$ cat src/rtl/sdr_sr_pkg.sv
package sdr_sr_pkg;

    localparam logic [2:0] CODE_IDLE   = 3'b000;
    localparam logic [2:0] CODE_PREALL = 3'b010;
    localparam logic [2:0] CODE_ARF_ON = 3'b100;
    localparam logic [2:0] CODE_ENTER  = 3'b101;
    localparam logic [2:0] CODE_LEAVE  = 3'b110;

    typedef enum logic [2:0] {
        OP_NONE,
        OP_PREALL,
        OP_ARF_ON,
        OP_ENTER,
        OP_LEAVE
    } sr_op_e;

    typedef enum logic [2:0] {
        ST_WAKE,
        ST_IDLE,
        ST_PWAIT,
        ST_SELF,
        ST_EXIT
    } sr_st_e;

    typedef struct packed {
        logic cke;
        logic cs_n;
        logic ras_n;
        logic cas_n;
        logic we_n;
        logic a10;
    } sdr_pins_t;

    function automatic sdr_pins_t pins_nop(input logic cke);
        return '{cke: cke, cs_n: 1'b0, ras_n: 1'b1, cas_n: 1'b1, we_n: 1'b1, a10: 1'b0};
    endfunction

    function automatic sdr_pins_t pins_preall();
        return '{cke: 1'b1, cs_n: 1'b0, ras_n: 1'b0, cas_n: 1'b1, we_n: 1'b0, a10: 1'b1};
    endfunction

    function automatic sdr_pins_t pins_enter();
        return '{cke: 1'b0, cs_n: 1'b0, ras_n: 1'b0, cas_n: 1'b0, we_n: 1'b1, a10: 1'b0};
    endfunction

    function automatic sdr_pins_t pins_aref();
        return '{cke: 1'b1, cs_n: 1'b0, ras_n: 1'b0, cas_n: 1'b0, we_n: 1'b1, a10: 1'b0};
    endfunction

endpackage

$ cat src/rtl/sdr_sr_cmd_dec.sv
module sdr_sr_cmd_dec
    import sdr_sr_pkg::*;
(
    input  logic       wr_i,
    input  logic [2:0] code_i,
    output sr_op_e     op_o
);

    always_comb begin
        op_o = OP_NONE;
        if (wr_i) begin
            unique case (code_i)
                CODE_PREALL: op_o = OP_PREALL;
                CODE_ARF_ON: op_o = OP_ARF_ON;
                CODE_ENTER:  op_o = OP_ENTER;
                CODE_LEAVE:  op_o = OP_LEAVE;
                default:     op_o = OP_NONE;
            endcase
        end
    end

endmodule

$ cat src/rtl/sdr_sr_dcnt.sv
module sdr_sr_dcnt #(
    parameter int W       = 4,
    parameter int RST_VAL = 0
) (
    input  logic         clk,
    input  logic         rst_n,
    input  logic         load_i,
    input  logic [W-1:0] val_i,
    output logic         zero_o
);

    logic [W-1:0] cnt_d, cnt_q;

    always_comb begin
        cnt_d = cnt_q;
        if (load_i) begin
            cnt_d = val_i;
        end else if (cnt_q != '0) begin
            cnt_d = cnt_q - 1'b1;
        end
    end

    always_ff @(posedge clk or negedge rst_n) begin
        if (!rst_n) begin
            cnt_q <= W'(RST_VAL);
        end else begin
            cnt_q <= cnt_d;
        end
    end

    assign zero_o = (cnt_q == '0);

endmodule

$ cat src/rtl/sdr_sr_arf.sv
module sdr_sr_arf (
    input  logic clk,
    input  logic rst_n,
    input  logic enable_i,
    input  logic suspend_i,
    input  logic req_i,
    input  logic issue_i,
    output logic pend_o
);

    logic pend_d, pend_q;

    always_comb begin
        pend_d = pend_q;
        if (!enable_i || suspend_i) begin
            pend_d = 1'b0;
        end else if (req_i) begin
            pend_d = 1'b1;
        end else if (issue_i) begin
            pend_d = 1'b0;
        end
    end

    always_ff @(posedge clk or negedge rst_n) begin
        if (!rst_n) begin
            pend_q <= 1'b0;
        end else begin
            pend_q <= pend_d;
        end
    end

    assign pend_o = pend_q;

endmodule

$ cat src/rtl/sdr_sr_seq.sv
module sdr_sr_seq
    import sdr_sr_pkg::*;
#(
    parameter int PRE_CYC  = 3,
    parameter int EXIT_CYC = 8
) (
    input  logic       clk,
    input  logic       rst_n,
    input  logic       cfg_wr_i,
    input  logic [2:0] cfg_cmd_i,
    input  logic       bank_act_i,
    input  logic       arf_req_i,
    input  logic       acc_req_i,
    output logic       acc_gnt_o,
    output logic       acc_block_o,
    output logic       sdr_cs_n_o,
    output logic       sdr_ras_n_o,
    output logic       sdr_cas_n_o,
    output logic       sdr_we_n_o,
    output logic       sdr_a10_o,
    output logic       sdr_cke_o,
    output logic [2:0] cmd_field_o,
    output logic       sr_active_o,
    output logic       arf_run_o
);

    localparam int MAX_CYC = (PRE_CYC > EXIT_CYC) ? PRE_CYC : EXIT_CYC;
    localparam int CNT_W   = $clog2(MAX_CYC + 1);
    localparam logic [CNT_W-1:0] PRE_LD  = CNT_W'(PRE_CYC - 1);
    localparam logic [CNT_W-1:0] EXIT_LD = CNT_W'(EXIT_CYC - 1);

    typedef struct packed {
        sr_st_e     st;
        logic       clean;
        logic       pend_enter;
        logic       arf_on;
        logic [2:0] field;
        sdr_pins_t  pins;
    } seq_state_t;

    seq_state_t       s_d, s_q;
    sr_op_e           op;
    logic             cnt_load;
    logic [CNT_W-1:0] cnt_val;
    logic             cnt_zero;
    logic             arf_pend;
    logic             arf_issue;
    logic             in_sr;
    logic             want_enter;

    sdr_sr_cmd_dec u_dec (
        .wr_i   (cfg_wr_i),
        .code_i (cfg_cmd_i),
        .op_o   (op)
    );

    sdr_sr_dcnt #(
        .W       (CNT_W),
        .RST_VAL (EXIT_CYC - 1)
    ) u_cnt (
        .clk    (clk),
        .rst_n  (rst_n),
        .load_i (cnt_load),
        .val_i  (cnt_val),
        .zero_o (cnt_zero)
    );

    assign in_sr = (s_q.st == ST_SELF) || (s_q.st == ST_EXIT);

    sdr_sr_arf u_arf (
        .clk       (clk),
        .rst_n     (rst_n),
        .enable_i  (s_q.arf_on),
        .suspend_i (in_sr),
        .req_i     (arf_req_i),
        .issue_i   (arf_issue),
        .pend_o    (arf_pend)
    );

    always_comb begin
        s_d        = s_q;
        s_d.pins   = pins_nop(1'b1);
        cnt_load   = 1'b0;
        cnt_val    = '0;
        arf_issue  = 1'b0;
        want_enter = s_q.pend_enter || (op == OP_ENTER);

        if (bank_act_i) begin
            s_d.clean = 1'b0;
        end
        if (op == OP_ARF_ON && s_q.st != ST_WAKE) begin
            s_d.arf_on = 1'b1;
        end

        unique case (s_q.st)
            ST_WAKE: begin
                if (cnt_zero) begin
                    s_d.st = ST_IDLE;
                end
            end
            ST_IDLE: begin
                s_d.field = CODE_IDLE;
                if (op == OP_PREALL) begin
                    s_d.pins  = pins_preall();
                    s_d.clean = 1'b1;
                    s_d.st    = ST_PWAIT;
                    cnt_load  = 1'b1;
                    cnt_val   = PRE_LD;
                end else if (op == OP_ENTER && s_q.clean && !bank_act_i) begin
                    s_d.pins = pins_enter();
                    s_d.st   = ST_SELF;
                end else if (arf_pend) begin
                    s_d.pins  = pins_aref();
                    arf_issue = 1'b1;
                end
            end
            ST_PWAIT: begin
                if (op == OP_ENTER) begin
                    s_d.pend_enter = 1'b1;
                    s_d.field      = CODE_ENTER;
                end
                if (cnt_zero) begin
                    s_d.st         = ST_IDLE;
                    s_d.pend_enter = 1'b0;
                    s_d.field      = CODE_IDLE;
                    if (want_enter && s_q.clean && !bank_act_i) begin
                        s_d.pins = pins_enter();
                        s_d.st   = ST_SELF;
                    end
                end
            end
            ST_SELF: begin
                s_d.pins = pins_nop(1'b0);
                if (op == OP_LEAVE) begin
                    s_d.pins = pins_nop(1'b1);
                    s_d.st   = ST_EXIT;
                    cnt_load = 1'b1;
                    cnt_val  = EXIT_LD;
                end
            end
            ST_EXIT: begin
                if (cnt_zero) begin
                    s_d.st = ST_IDLE;
                end
            end
            default: begin
                s_d.st = ST_IDLE;
            end
        endcase
    end

    always_ff @(posedge clk or negedge rst_n) begin
        if (!rst_n) begin
            s_q.st         <= ST_WAKE;
            s_q.clean      <= 1'b0;
            s_q.pend_enter <= 1'b0;
            s_q.arf_on     <= 1'b0;
            s_q.field      <= CODE_IDLE;
            s_q.pins       <= pins_nop(1'b1);
        end else begin
            s_q <= s_d;
        end
    end

    assign acc_block_o = (s_q.st != ST_IDLE);
    assign acc_gnt_o   = acc_req_i && (s_q.st == ST_IDLE);
    assign sdr_cke_o   = s_q.pins.cke;
    assign sdr_cs_n_o  = s_q.pins.cs_n;
    assign sdr_ras_n_o = s_q.pins.ras_n;
    assign sdr_cas_n_o = s_q.pins.cas_n;
    assign sdr_we_n_o  = s_q.pins.we_n;
    assign sdr_a10_o   = s_q.pins.a10;
    assign cmd_field_o = s_q.field;
    assign sr_active_o = in_sr;
    assign arf_run_o   = s_q.arf_on && !in_sr;

endmodule

$ cat config.mk
export PLATFORM = sky130hd
export DESIGN_NAME = sdr_sr_seq
export DESIGN_NICKNAME = d
export VERILOG_FILES = /design/src/rtl/sdr_sr_pkg.sv /design/src/rtl/sdr_sr_cmd_dec.sv /design/src/rtl/sdr_sr_dcnt.sv /design/src/rtl/sdr_sr_arf.sv /design/src/rtl/sdr_sr_seq.sv
export SDC_FILE = /design/constraint.sdc
export NUM_CORES = 1
export LEC_CHECK = 0
export BUFFER_PORTS_ARGS = -buffer_cell sky130_fd_sc_hd__buf_2
export CORE_MARGIN = 2
export CORE_UTILIZATION = 56
export DETAILED_ROUTE_END_ITERATION = 12
export PLACE_DENSITY_LB_ADDON = 0.12
export SKIP_LAST_GASP = 1
export SLEW_MARGIN = 30
export SYNTH_ARGS = -nofsm -noshare
export SYNTH_HDL_FRONTEND = slang
export SYNTH_HIERARCHICAL = 1
export SYNTH_SLANG_ARGS = --single-unit
$ cat constraint.sdc
create_clock -name clk -period 2.8 [get_ports clk]
set_input_delay 0.56 -clock clk [delete_from_list [all_inputs] [get_ports clk]]
set_output_delay 0.56 -clock clk [all_outputs]
set_load 0.02 [all_outputs]
Yosys cells after proc, flatten, opt, wreduce, memory -nomap -nowiden

Cells that the tools add are included.
Widths: inputs -> output; s select.

Word-level logic and storage cells: 95
Register bits after elaboration: 20
Output and inout port bits: 13
Bits of input ports: 9

Reductions and logical operators: 25
Eq/ne operators: 18
Multiplexer cells: 38
Add/subtract/negate cells: 1

Operators by type and width:

| operator            | count |
|---|---|
| $mux 3              | 8 |
| $mux 6              | 4 |
| $pmux 3 s4          | 2 |
| $pmux 6 s3          | 1 |
| $eq 3x2->1 const B  | 5 |
| $eq 3x3->1 const B  | 5 |
| $mux 1              | 14 |
| $mux 4              | 3 |
| $mux 9              | 1 |
| $pmux 4 s2          | 1 |
| $logic_and 1x1->1   | 7 |
| $eq 3x1->1 const B  | 2 |
| $ne 3x3->1 const B  | 2 |
| $pmux 3 s2          | 1 |
| $reduce_bool 2->1   | 3 |
| $reduce_bool 3->1   | 2 |
| $logic_not 4->1     | 1 |
| $mux 2              | 2 |
| $ne 2x1->1 const B  | 2 |
| $reduce_and 2->1    | 2 |
| $reduce_and 4->1    | 1 |
| $reduce_bool 4->1   | 1 |
| $sub 4x1->4 const B | 1 |
| $logic_not 1->1     | 3 |
| other kinds (6)     | 8 |

Depth between registers and ports, before layout

Depth in word-level cells: 12
Gate-level depth with buffers: 9
Depth with buffers taken out: 8

Hierarchy

Netlist, hierarchy kept.

Modules (own cells, without submodules):

| module         | instances | cells each | sequential area each (sq um) | area an instance (sq um) |
|---|---|---|---|---|
| sdr_sr_seq     | 1         | 79         | 305.3                        | 690.7 |
| sdr_sr_dcnt    | 1         | 22         | 103.8                        | 237.7 |
| sdr_sr_arf     | 1         | 4          | 25.0                         | 45.0 |
| sdr_sr_cmd_dec | 1         | 7          | 0.0                          | 36.3 |

Worst setup path before layout

OpenSTA, ideal clock, no wires.

Path kind: input to register
Start: input port cfg_cmd_i[0]
End: register u_cnt.cnt_q[3]
Arrival time: 2098 ps
Library setup time: 126 ps
Stages: 9
Path buffers: 1
Required time: 2674 ps
Setup slack: 576 ps
Cell sequence: nand2b_1 -> o22ai_1 -> nand2b_1 -> nor3_2 -> inv_1 -> o21ai_0 -> clkbuf_1 -> nor3_1 -> a221o_1

Cells in the longest elaborated chain, start to end: 7
Elaborated cells on any way between the ends: 13
Those cells by class: eq/ne (6); mux (6); reduce/logical (1)

RTL lines:

| element                                            | line                                 | source |
|---|---|---|
| start: declaration                                 | sdr_sr_seq.sv:10                     | `input logic [2:0] cfg_cmd_i,` |
| $eq 3x3->1 / $eq 3x2->1 (equally long branches)    | sdr_sr_cmd_dec.sv:12                 | `unique case (code_i)` |
| $pmux 3 s4 (*)                                     | sdr_sr_cmd_dec.sv:12                 |  |
| $mux 3 (*)                                         | sdr_sr_cmd_dec.sv:11                 | `if (wr_i) begin` |
| via op[0]                                          | sdr_sr_seq.sv:42                     | `sr_op_e op;` |
| $eq 3x3->1 / $eq 3x1->1 (equally long branches)    | sdr_sr_seq.sv:134, sdr_sr_seq.sv:103 |  |
| $mux 1, on equally long branches                   | sdr_sr_seq.sv:134, sdr_sr_seq.sv:103 |  |
| $pmux 1 s2 (*)                                     | sdr_sr_seq.sv:95                     | `unique case (s_q.st)` |
| via cnt_load                                       | sdr_sr_seq.sv:43                     | `logic cnt_load;` |
| $mux 4 / $reduce_bool 2->1 (equally long branches) | n/a                                  |  |
| end signal: assignment                             | sdr_sr_dcnt.sv:25                    | `cnt_q <= W'(RST_VAL);` |
| end signal: assignment                             | sdr_sr_dcnt.sv:27                    | `cnt_q <= cnt_d;` |
| end: declaration                                   | sdr_sr_dcnt.sv:12                    | `logic [W-1:0] cnt_d, cnt_q;` |

Mark *: on every way through the listed nets, which the timed path passes. The rest lies on a longest branch.
A chain may end at the register's enable or synchronous reset.

Worst setup path in the final report

Ends and elaborated chain as after synthesis.

==> out/summary.txt <==
Outcome: finished, final reports clean
R2R setup slack: 0.45 ns
Synth cell types: 40
Crit path cell chain: buf_2, nand2b_1, nor2_1, nor3b_1, nand2_1, o21ai_0, nor3_1, a221o_1
Endpoints failing hold: 0
Met1 Resource Use GR: 0.268
Clock-pin transition on the worst setup and hold timing paths: 0.10 ns
Die H: 46.5 um
Gr usage total: 0.209
Crit Path Max Fanout: 9
Commonest non-fill, non-tap cell in the layout: buf_2
Fill count: 146
GRT Max-Usage Layer: met2
CP startpoint: cfg_cmd_i[0]
Die ar.: 2160 sq um
RSZ-0062 raised after global routing: no
Synthesis Warnings: 6
Worst-Skew Late Latency: 0.30 ns
Leading post-synthesis cells by cell area: dfrtp_1, dfstp_2, nand2b_1
Clock root cell: clkbuf_4
Commonest cells after routing, fill and taps aside: buf_2, nand2_1, nor2_1, dfrtp_1, inv_1
RR Startpoint: s_q[12]$_DFFE_PN0P_
Grt ovf: 0
Pre-CTS WS: 0.117 ns
Resize count post-CTS: 0
Routed via count: 844
Top FF cell, synth: dfrtp_1
Initial antenna violation count: 0
Sequential area share after synthesis: 0.430
Dominant cell type by area after synthesis: dfrtp_1
Synthesized cell area: 1010 sq um
Worst rel slew slack: 0.433
Post-DR wirelength/cell: 12.9 um
Clock Path Buffers: 2
Top-area cell type share of the netlist area: 0.248
Nets: 140
Die width: 46.5 um
EDFF count, synth: 0
Vias in the first global route: 748
FP Rows: 15
Worst-Margin Slew: 0.841 ns
Num CTS Buffers: 3
Syn Area/Cell: 9.02 sq um
Hold_buf cts: 0
Synth Register Bits: 17
CTS tree: built
P_leak: 0.484 nW
Largest net degree at the start of global routing: 18
Post-CTS setup buffers: 0
Final ANT Viol Nets: 0
# IOs: 22
Number of H-tree levels: 1
Worst setup endpoint: u_cnt/cnt_q[3]$_DFFE_PN0P_
Port bufs: 19
Clk_skew: 0.00373 ns
Drt first pass iters: 4
Final setup vio count: 0
CTS sink cnt: 17
Async SR Flop Fraction: 1.00
Synth-to-Final Area Change: 11.3%
Gpl congestion: 0.827
Core box area: 1710 sq um
Req. time, crit path: 2.99 ns
Setup TNS: 0 ns
Fin crit share: 0.852
FMAX: 0.419 GHz
Crit path arrival time: 2.58 ns
DRC viols: 0
Routed vias/inst: 5.48
Setup ws final: 0.413 ns
Ant diodes: 0
Critical Path Start Type: input port
Final HPWL DP: 1460 um
WS Path Type: in -> reg
Slowest CP cell: o21ai_0
Peak supply drop: 0.460 mV
Reg2Reg Depth: 7
P per Cell Area: 838 nW/um^2
GRT met3 Usage: 0.0353
DRT iter0 DRCs: 31
Mapped Cells: 112
First-pass GRT wire length: 3160 um
Fraction of layout cells with a size suffix above 1: 0.271
Overall power: 942 uW
Starting Density: 0.591
Reg2reg end: u_cnt/cnt_q[3]$_DFFE_PN0P_
Worst path max stage delay: 0.70 ns
Fin crit period: 2.39 ns
Max Slew Vio Count: 0
Max cap viols: 0
Crit path capture type: register
Final WL: 1990 um
Grt met2 use: 0.328
Type of the worst min-delay path: in -> async
## sequential cells by signal (all words and copies together) (netlist names)
signal and count:
cmd_field_o 1, s_q 6, sdr_a10_o 1, sdr_cas_n_o 1, sdr_cke_o 1, sdr_ras_n_o 1
sdr_we_n_o 1, u_arf/pend_o 1, u_cnt/cnt_q 4
## metrics by stage
step | hold slack [ns] | std cells | area [sq um] | utilization
3_3_place_gp | 0.475 | 150 | 1100 | 0.642
6_report | 0.153 | 154 | 1120 | 0.658
3_5_place_dp | 0.490 | 150 | 1100 | 0.642
4_1_cts | 0.167 | 154 | 1120 | 0.658
2_1_floorplan | 0.264 | 114 | 1020 | -
5_1_grt | 0.180 | 154 | 1120 | 0.658
## layer usage
layer / vias to the layer above / part of all wire
li1: 409 / -
met1: 380 / 0.44
met2: 48 / 0.46
met3: 7 / 0.073
met4: 0 / 0.026
met5: - / 0
## worst max-delay path: cells and delay by family
kind	cells	cell delay, ns
compound gates	2	1.05
buf+inv	1	0.10
simple gates	5	0.86
## worst min-delay path by stage
stage                                  start  cells after the start                          to
floorplan                              rst_n                      0  cmd_field_o[0]$_DFFE_PN0P_
global placement          s_q[9]$_DFFE_PN0P_                      2          s_q[9]$_DFFE_PN0P_
detailed placement  u_arf/pend_o$_DFFE_PN0P_                      1       sdr_cas_n_o$_DFF_PN1_
CTS                                    rst_n                      1           s_q[11]$_DFF_PN0_
global route                           rst_n                      1           s_q[11]$_DFF_PN0_
finish                                 rst_n                      1           s_q[11]$_DFF_PN0_
## cell usage after synthesis (all sizes together) (2+ instances only)
cell,count
nor2b,5
nor3b,4
o21bai,2
dfstp,7
nand2b,7
inv,9
nor2,10
o21ai,9
clkbuf,2
buf,6
dfrtp,10
mux2i,2
nand2,11
nor3,6
a21oi,3
## where the power goes
| part | leakage (nW) | internal, mW | switching [mW] | total, mW |
|---|---|---|---|---|
| Clock | 0.0177 | 0.0533 | 0.0819 | 0.135 |
| Combinational | 0.265 | 0.180 | 0.213 | 0.394 |
| Sequential | 0.201 | 0.335 | 0.0785 | 0.413 |
| Total | 0.484 | 0.568 | 0.374 | 0.942 |
## final cells by class
class                           instances  area, sq um  share of cell area
Multi-Input combinational cell         80          502               0.447
Sequential cell                        17          434               0.386
Timing Repair Buffer                   19         95.1              0.0846
Inverter                                9         33.8              0.0301
Tap cell                               25         31.3              0.0278
Clock buffer                            3         22.5              0.0200
Clock inverter                          1         5.00             0.00445
## logic make-up after synthesis
| kind of cell | share of synthesized area |
|---|---|
| compound gates | 0.152 |
| xor+xnor | 0.00868 |
| fa+ha+maj | 0.0124 |
| buf+inv | 0.0805 |
| flops | 0.430 |
| mux | 0.0310 |
| other cells | 0.00371 |
| simple gates | 0.281 |
No activity file was read; power rests on OpenSTA's default activity.
